===== config.mk =====
export PLATFORM = sky130hd
export DESIGN_NAME = alm_match_unit
export DESIGN_NICKNAME = d
export VERILOG_FILES = /design/src/rtl/alm_pkg.sv /design/src/rtl/alm_regs.sv /design/src/rtl/alm_rate.sv /design/src/rtl/alm_cmp.sv /design/src/rtl/alm_match_unit.sv
export SDC_FILE = /design/constraint.sdc
export NUM_CORES = 1
export LEC_CHECK = 0
export BUFFER_PORTS_ARGS = -buffer_cell sky130_fd_sc_hd__buf_2
export CAP_MARGIN = 10
export CORE_ASPECT_RATIO = 2
export CORE_MARGIN = 2
export CORE_UTILIZATION = 55
export CTS_CLUSTER_DIAMETER = 120
export DETAILED_ROUTE_END_ITERATION = 10
export GPL_TIMING_DRIVEN = 0
export HOLD_SLACK_MARGIN = 0.12
export PLACE_DENSITY = 0.91
export SYNTH_ARGS = -nofsm -noshare
export SYNTH_HDL_FRONTEND = slang
export SYNTH_SLANG_ARGS = --single-unit

===== constraint.sdc =====
create_clock -name clk -period 1.8 [get_ports clk]
set_input_delay 0.18 -clock clk [delete_from_list [all_inputs] [get_ports clk]]
set_output_delay 0.18 -clock clk [all_outputs]
set_load 0.05 [all_outputs]

===== src/rtl/alm_pkg.sv =====
package alm_pkg;

    localparam int NSLOT = 4;
    localparam int SLOT_SEC  = 0;
    localparam int SLOT_MIN  = 1;
    localparam int SLOT_HOUR = 2;
    localparam int SLOT_DATE = 3;
    localparam int ADR_IEN   = NSLOT;

    localparam logic [6:0] LIM_SEC  = 7'd59;
    localparam logic [6:0] LIM_HOUR = 7'd23;

    typedef enum logic [2:0] {
        RATE_MONTH,
        RATE_DAY,
        RATE_HOUR,
        RATE_MINUTE,
        RATE_SECOND
    } rate_e;

    typedef enum logic {
        ST_IDLE,
        ST_PULSE
    } irq_state_e;

    typedef struct packed {
        logic [6:0] sec;
        logic [6:0] min;
        logic [5:0] hour;
        logic [5:0] date;
    } alarm_val_t;

    // Binary value of a two-digit BCD byte (upper digit 3 bits wide)
    function automatic logic [6:0] bcd_val(input logic [6:0] b);
        return ({4'b0, b[6:4]} * 7'd10) + {3'b0, b[3:0]};
    endfunction

endpackage


===== src/rtl/alm_regs.sv =====
module alm_regs
    import alm_pkg::*;
#(
    parameter int ADDR_W = 3
) (
    input  logic              clk,
    input  logic              rst_n,
    input  logic              wr,
    input  logic [ADDR_W-1:0] addr,
    input  logic [7:0]        wdata,
    output logic [7:0]        rdata,
    output alarm_val_t        vals,
    output logic [NSLOT-1:0]  masks
);

    logic [7:0]       slot_q [NSLOT];
    logic [7:0]       ien_q;
    logic [NSLOT-1:0] ok;

    // Per-field range check on the incoming byte
    always_comb begin
        ok[SLOT_SEC]  = bcd_val(wdata[6:0]) <= LIM_SEC;
        ok[SLOT_MIN]  = bcd_val(wdata[6:0]) <= LIM_SEC;
        ok[SLOT_HOUR] = bcd_val({1'b0, wdata[5:0]}) <= LIM_HOUR;
        ok[SLOT_DATE] = wdata[5:0] != 6'd0;
    end

    always_ff @(posedge clk or negedge rst_n) begin
        if (!rst_n) begin
            for (int i = 0; i < NSLOT; i++) slot_q[i] <= 8'h00;
            ien_q <= 8'h00;
        end else if (wr) begin
            for (int i = 0; i < NSLOT; i++) begin
                if (addr == ADDR_W'(i) && ok[i]) slot_q[i] <= wdata;
            end
            if (addr == ADDR_W'(ADR_IEN)) ien_q <= wdata;
        end
    end

    always_comb begin
        rdata = 8'h00;
        for (int i = 0; i < NSLOT; i++) begin
            if (addr == ADDR_W'(i)) rdata = slot_q[i];
        end
        if (addr == ADDR_W'(ADR_IEN)) rdata = ien_q;
    end

    generate
        for (genvar g = 0; g < NSLOT; g++) begin : g_mask
            assign masks[g] = slot_q[g][7];
        end
    endgenerate

    assign vals.sec  = slot_q[SLOT_SEC][6:0];
    assign vals.min  = slot_q[SLOT_MIN][6:0];
    assign vals.hour = slot_q[SLOT_HOUR][5:0];
    assign vals.date = slot_q[SLOT_DATE][5:0];

    assert_sec_range_R5: assert property (@(posedge clk) disable iff (!rst_n)
        (wr && addr == ADDR_W'(SLOT_SEC) && bcd_val(wdata[6:0]) > LIM_SEC)
        |=> $stable(slot_q[SLOT_SEC]));

    assert_hour_range_R6: assert property (@(posedge clk) disable iff (!rst_n)
        (wr && addr == ADDR_W'(SLOT_HOUR) && bcd_val({1'b0, wdata[5:0]}) > LIM_HOUR)
        |=> $stable(slot_q[SLOT_HOUR]));

    assert_date_zero_R6: assert property (@(posedge clk) disable iff (!rst_n)
        (wr && addr == ADDR_W'(SLOT_DATE) && wdata[5:0] == 6'd0)
        |=> $stable(slot_q[SLOT_DATE]));

    assert_reset_clear_R9: assert property (@(posedge clk)
        !rst_n |=> (slot_q[SLOT_SEC] == 8'h00 && slot_q[SLOT_DATE] == 8'h00 && ien_q == 8'h00));

endmodule


===== src/rtl/alm_rate.sv =====
module alm_rate
    import alm_pkg::*;
(
    input  logic [NSLOT-1:0] masks,
    output rate_e            rate
);

    // Mask order: {date, hour, min, sec}
    always_comb begin
        unique case ({masks[SLOT_DATE], masks[SLOT_HOUR], masks[SLOT_MIN], masks[SLOT_SEC]})
            4'b0000: rate = RATE_MONTH;
            4'b1000: rate = RATE_DAY;
            4'b1100: rate = RATE_HOUR;
            4'b1110: rate = RATE_MINUTE;
            default: rate = RATE_SECOND;
        endcase
    end

endmodule


===== src/rtl/alm_cmp.sv =====
module alm_cmp
    import alm_pkg::*;
(
    input  alarm_val_t  vals,
    input  rate_e       rate,
    input  logic [6:0]  now_sec,
    input  logic [6:0]  now_min,
    input  logic [5:0]  now_hour,
    input  logic [5:0]  now_date,
    output logic        hit
);

    logic eq_s, eq_m, eq_h, eq_d;

    always_comb begin
        eq_s = vals.sec  == now_sec;
        eq_m = vals.min  == now_min;
        eq_h = vals.hour == now_hour;
        eq_d = vals.date == now_date;
        unique case (rate)
            RATE_MONTH:  hit = eq_d && eq_h && eq_m && eq_s;
            RATE_DAY:    hit = eq_h && eq_m && eq_s;
            RATE_HOUR:   hit = eq_m && eq_s;
            RATE_MINUTE: hit = eq_s;
            default:     hit = 1'b1;
        endcase
    end

endmodule


===== src/rtl/alm_match_unit.sv =====
module alm_match_unit
    import alm_pkg::*;
#(
    parameter int ADDR_W = 3
) (
    input  logic              clk,
    input  logic              rst_n,
    input  logic              reg_wr,
    input  logic [ADDR_W-1:0] reg_addr,
    input  logic [7:0]        reg_wdata,
    output logic [7:0]        reg_rdata,
    input  logic              sec_tick,
    input  logic [6:0]        now_sec,
    input  logic [6:0]        now_min,
    input  logic [5:0]        now_hour,
    input  logic [5:0]        now_date,
    output logic              alarm_irq
);

    alarm_val_t       vals;
    logic [NSLOT-1:0] masks;
    rate_e            rate;
    logic             hit;
    irq_state_e       state_q, state_d;

    alm_regs #(.ADDR_W(ADDR_W)) u_regs (
        .clk   (clk),
        .rst_n (rst_n),
        .wr    (reg_wr),
        .addr  (reg_addr),
        .wdata (reg_wdata),
        .rdata (reg_rdata),
        .vals  (vals),
        .masks (masks)
    );

    alm_rate u_rate (
        .masks (masks),
        .rate  (rate)
    );

    alm_cmp u_cmp (
        .vals     (vals),
        .rate     (rate),
        .now_sec  (now_sec),
        .now_min  (now_min),
        .now_hour (now_hour),
        .now_date (now_date),
        .hit      (hit)
    );

    always_ff @(posedge clk or negedge rst_n) begin
        if (!rst_n) state_q <= ST_IDLE;
        else        state_q <= state_d;
    end

    always_comb begin
        state_d = ST_IDLE;
        unique case (state_q)
            ST_IDLE:  state_d = (sec_tick && hit) ? ST_PULSE : ST_IDLE;
            ST_PULSE: state_d = (sec_tick && hit) ? ST_PULSE : ST_IDLE;
            default:  state_d = ST_IDLE;
        endcase
    end

    always_comb begin
        alarm_irq = (state_q == ST_PULSE);
    end

    assert_pulse_needs_tick_R7: assert property (@(posedge clk) disable iff (!rst_n)
        !sec_tick |=> !alarm_irq);

    assert_pulse_follows_hit_R7: assert property (@(posedge clk) disable iff (!rst_n)
        (sec_tick && hit) |=> alarm_irq);

    assert_all_masked_every_second_R4: assert property (@(posedge clk) disable iff (!rst_n)
        (sec_tick && masks == '1) |=> alarm_irq);

    assert_monthly_needs_date_R2: assert property (@(posedge clk) disable iff (!rst_n)
        (sec_tick && masks == '0 && now_date != vals.date) |=> !alarm_irq);

endmodule


==> results_tabular.tex <==
\begin{tabular}{lr}
\hline
Metric & Value \\
\hline
\multicolumn{2}{l}{\textbf{Run status}} \\
\quad Status & complete, but fails checks \\
\quad Failing checks & setup timing \\
\multicolumn{2}{l}{\textbf{CTS}} \\
\quad TritonCTS clock tree & done \\
\quad Root Buffer Master & sky130\_fd\_sc\_hd\_\_clkbuf\_8 \\
\quad Num CTS Buffers & 5 \\
\quad Clk sinks & 41 \\
\quad H-tree depth reported by CTS & 2 \\
\quad Insertion delay of the later-clocked pin in the worst-skew pair & 0.31 ns \\
\quad Clock slew at reported path FFs & 0.08 ns \\
\quad Maximum number of buffers from clock root to sink & 2 \\
\multicolumn{2}{l}{\textbf{Logic synthesis}} \\
\quad Area share of and/or/nand/nor cells after synthesis & 9.93\% \\
\quad Multiplexer share of the synthesized area & 22.9\% \\
\quad Top cell type's share of synthesized area & 40.5\% \\
\quad Sequential area share after synthesis & 40.5\% \\
\quad Post-synthesis adder-cell area fraction & 4.25\% \\
\quad Total nets after synthesis & 270 \\
\quad Share of the synthesized netlist area taken by xor and xnor gates & 9.68\% \\
\quad Ranking of synthesized cells by area & sky130\_fd\_sc\_hd\_\_dfrtp\_1 40\%, sky130\_fd\_sc\_hd\_\_mux2\_2 18\%, sky130\_fd\_sc\_hd\_\_xor2\_1 6.2\% \\
\quad Post-Syn Instances & 221 \\
\quad Library cells used by synthesis & 41 \\
\quad Syn Std Cell Area & 2530 sq um \\
\quad Asr flop ratio synth & 100\% \\
\quad Compound-cell area share of the yosys netlist & 10.6\% \\
\quad Per-instance average area after synthesis & 11.5 sq um \\
\quad Main combinational cell family by area after synthesis & multiplexers \\
\quad Flip-flop and latch count after synthesis & 41 \\
\quad Count of synthesis-stage warnings from yosys & 0 \\
\quad Top FF cell, synth & sky130\_fd\_sc\_hd\_\_dfrtp\_1 \\
\quad Post-synth EDFFs & 0 \\
\quad Cell accounting for the most synthesized area & sky130\_fd\_sc\_hd\_\_dfrtp\_1 \\
\multicolumn{2}{l}{\textbf{GRT}} \\
\quad Total GRT Usage & 31.7\% \\
\quad Antenna violations before repair & 0 \\
\quad Sum of overflow across all layers after global routing & 0 \\
\quad Pin count of the biggest net entering global routing & 42 \\
\quad Global-route wire length before repair & 11.7 mm \\
\quad Vias in the first global route & 2324 \\
\multicolumn{2}{l}{\textbf{Setup path}} \\
\quad Slowest Stage Delay on Critical Path & 0.39 ns \\
\quad CP Data Arrival Time & 2.13 ns \\
\quad Most Frequent Cell on Critical Path & sky130\_fd\_sc\_hd\_\_buf\_12 \\
\quad Required time at the endpoint of the critical path & 1.99 ns \\
\quad Kind of critical path & in -> reg \\
\quad Highest-delay cell along the critical path & sky130\_fd\_sc\_hd\_\_fa\_2 \\
\quad Type of destination of the critical path & flip-flop \\
\quad Cell family with the largest share of critical-path delay & adder cells \\
\quad Cell Chain, Critical Path & buf\_12, ha\_4, fa\_2, xor2\_2, o211ai\_2, buf\_4, a32oi\_2, nand2\_2, buf\_12, mux2\_4 \\
\quad CP bufs+invs & 3 \\
\quad Largest fanout on the critical path & 8 \\
\quad CP Launch Type & input port \\
\multicolumn{2}{l}{\textbf{Timing}} \\
\quad Final Max Slew Viols & 0 \\
\quad Unrepaired setup endpoints after global routing & yes \\
\quad Headroom to the max-slew limit & 38.2\% \\
\quad Setup Total Neg Slack & -2.01 ns \\
\quad Hold violation count in the final report & 0 \\
\quad Highest attainable clock frequency & 0.517 GHz \\
\quad Worst-margin pin slew & 0.927 ns \\
\quad Clock period minus final worst setup slack & 1.93 ns \\
\quad Ratio of final minimum period to clock period & 107\% \\
\quad Final setup violating endpoints & 16 \\
\quad Crit path setup slack, layout & -0.135 ns \\
\quad Worst clock skew on the final layout & 0.00448 ns \\
\multicolumn{2}{l}{\textbf{Place}} \\
\quad Placed insts & 325 \\
\quad Port buffer count & 49 \\
\quad Final RePlAce weighted congestion & 0.791 \\
\quad Sum of net half-perimeters after detailed placement & 4.87 mm \\
\quad Setup slack at placement & -0.734 ns \\
\multicolumn{2}{l}{\textbf{Layout}} \\
\quad Antenna diode instance count & 0 \\
\quad Count of nets after finishing & 337 \\
\quad Most frequent cells in the layout & 45 x sky130\_fd\_sc\_hd\_\_buf\_2, 41 x sky130\_fd\_sc\_hd\_\_dfrtp\_1, 20 x sky130\_fd\_sc\_hd\_\_mux2\_2, 20 x sky130\_fd\_sc\_hd\_\_mux2\_4, 17 x sky130\_fd\_sc\_hd\_\_xor2\_1 \\
\quad Post-Layout Cell Count & 344 \\
\quad Area overhead of the layout relative to synthesis & 33.3\% \\
\quad Fraction of layout instances using a drive strength above 1 & 48.8\% \\
\quad Leading cell type in the layout, fill and taps excluded & sky130\_fd\_sc\_hd\_\_buf\_2 \\
\multicolumn{2}{l}{\textbf{Routing}} \\
\quad Vias/cell & 6.24 \\
\quad \# DRC & 0 \\
\quad Avg WL per Cell & 21.8 um \\
\quad Remaining antenna violation count after routing & 0 \\
\quad Starting DRT DRC Count & 68 \\
\quad Via count of the routed design & 2146 \\
\quad WL final & 7.51 mm \\
\quad Length of the first detailed-routing pass in iterations & 4 \\
\multicolumn{2}{l}{\textbf{Pwr}} \\
\quad Leakage power figure & 1.49 nW \\
\quad Power Density & 1080 nW/um\^{}2 \\
\quad Peak ir drop on the vdd network & 1240 uV \\
\multicolumn{2}{l}{\textbf{Floorplanning}} \\
\quad Die span in x & 52.0 um \\
\quad Die Ht & 100 um \\
\quad Starting Density & 56.2\% \\
\quad Std cell rows & 35 \\
\quad Total die area & 5200 sq um \\
\quad Core box area & 4510 sq um \\
\quad Number of top-level design ports & 50 \\
\multicolumn{2}{l}{\textbf{Flow run}} \\
\quad Max Cap Violations & 0 \\
\multicolumn{2}{l}{\textbf{Min path}} \\
\quad Worst hold-check path type & in -> reg \\
\hline
\end{tabular}
-- cells in the mapped netlist (2+ instances only) --
| cell | count |
|---|---|
| sky130_fd_sc_hd__dfrtp_1 | 41 |
| sky130_fd_sc_hd__mux2_2 | 40 |
| sky130_fd_sc_hd__xor2_1 | 18 |
| sky130_fd_sc_hd__xnor2_1 | 10 |
| sky130_fd_sc_hd__nor2_1 | 9 |
| sky130_fd_sc_hd__o21ai_0 | 9 |
| sky130_fd_sc_hd__a31oi_1 | 7 |
| sky130_fd_sc_hd__ha_1 | 7 |
| sky130_fd_sc_hd__inv_1 | 7 |
| sky130_fd_sc_hd__nand3_1 | 7 |
| sky130_fd_sc_hd__clkbuf_1 | 6 |
| sky130_fd_sc_hd__nor4_1 | 6 |
| sky130_fd_sc_hd__a21oi_1 | 5 |
| sky130_fd_sc_hd__nor2b_1 | 5 |
| sky130_fd_sc_hd__a22oi_1 | 4 |
| sky130_fd_sc_hd__mux2i_1 | 4 |
| sky130_fd_sc_hd__mux4_2 | 4 |
| sky130_fd_sc_hd__o22ai_1 | 4 |
| sky130_fd_sc_hd__nor3_1 | 3 |
| sky130_fd_sc_hd__a21oi_2 | 2 |
| sky130_fd_sc_hd__nand2_1 | 2 |
| sky130_fd_sc_hd__nand4_1 | 2 |
-- final cells by class --
type                       count  area, sq um
multi-input combinational    166         1680
fill                         305         1130
sequential                    41         1030
timing repair buffer          61          425
clock buffer                   7         86.3
tap                           55         68.8
buffer                         6         38.8
clock inverter                 1         30.0
inverter                       7         26.3
-- registers in the layout (all words and copies together) (netlist names) --
register,cells
alarm_irq,1
u_regs.ien_q,8
u_regs.masks,4
u_regs.slot_q,2
u_regs.vals,26
-- cell families (layout without fill, tap and decap cells) --
logic type	count (synthesis)	after routing
fa+ha+maj	8	8
simple gates	44	44
buf+inv	14	82
compound gates	38	38
mux	48	48
flops	41	41
xor+xnor	28	28
-- power breakdown --
part / internal (mW) / total, mW / switching, mW
clock network: 0.452 / 0.785 / 0.333
registers: 1.20 / 1.50 / 0.304
logic: 0.716 / 1.36 / 0.646
total: 2.37 / 3.65 / 1.28
-- per-layer routing --
metal / global-route usage [%] / vias to the layer above / part of all wire (%)
li1: - / 951 / -
met1: 35.9 / 1057 / 36
met2: 56.6 / 105 / 54
met3: 5.06 / 33 / 4.8
met4: 13.4 / 0 / 4.6
met5: 0 / - / 0
-- worst register-to-register path, delay by kind of cell, from the launching register on --
family	cells	cell delay [ns]
AO/OA/AOI/OAI	2	0.36
XOR/XNOR	1	0.19
AND/OR/NAND/NOR	2	0.63
flip-flops	1	0.44
-- what timing repair did --
| item | CTS | global route |
|---|---|---|
| pin swaps | 8 | 1 |
| setup endpoints to repair | 25 | 30 |
| gates resized for setup | 34 | 11 |
| endpoints found under the hold margin | 41 | 0 |
| hold buffers | 1 | 0 |
| buffers inserted | 8 | 3 |
-- final timing paths --
check | to | start | slack, ns | depth (start not counted)
max | u_regs.vals[21] | reg_wdata[4] | -0.13 | 10
min | alarm_irq | sec_tick | 0.13 | 2
max reg2reg | alarm_irq | u_regs.vals[0] | 0.12 | 5
min reg2reg | u_regs.ien_q[5] | u_regs.ien_q[5] | 0.52 | 1
max in group asynchronous | u_regs.masks[1] | rst_n | 0.68 | 2
min in group asynchronous | u_regs.vals[13] | rst_n | 0.54 | 2
-- per-stage QoR --
stage | util [%] | hold WS (ns) | power (mW) | cell area, sq um
global route | 74.9 | 0.123 | 3.81 | 3380
global placement | 66.0 | 0.340 | 2.61 | 2980
floorplan | - | -0.116 | 2.34 | 2660
finish | 74.9 | 0.128 | 3.65 | 3380
detailed placement | 66.0 | 0.354 | 2.70 | 2980
CTS | 73.7 | 0.126 | 3.58 | 3320
No activity file was read; power rests on OpenSTA's default activity.
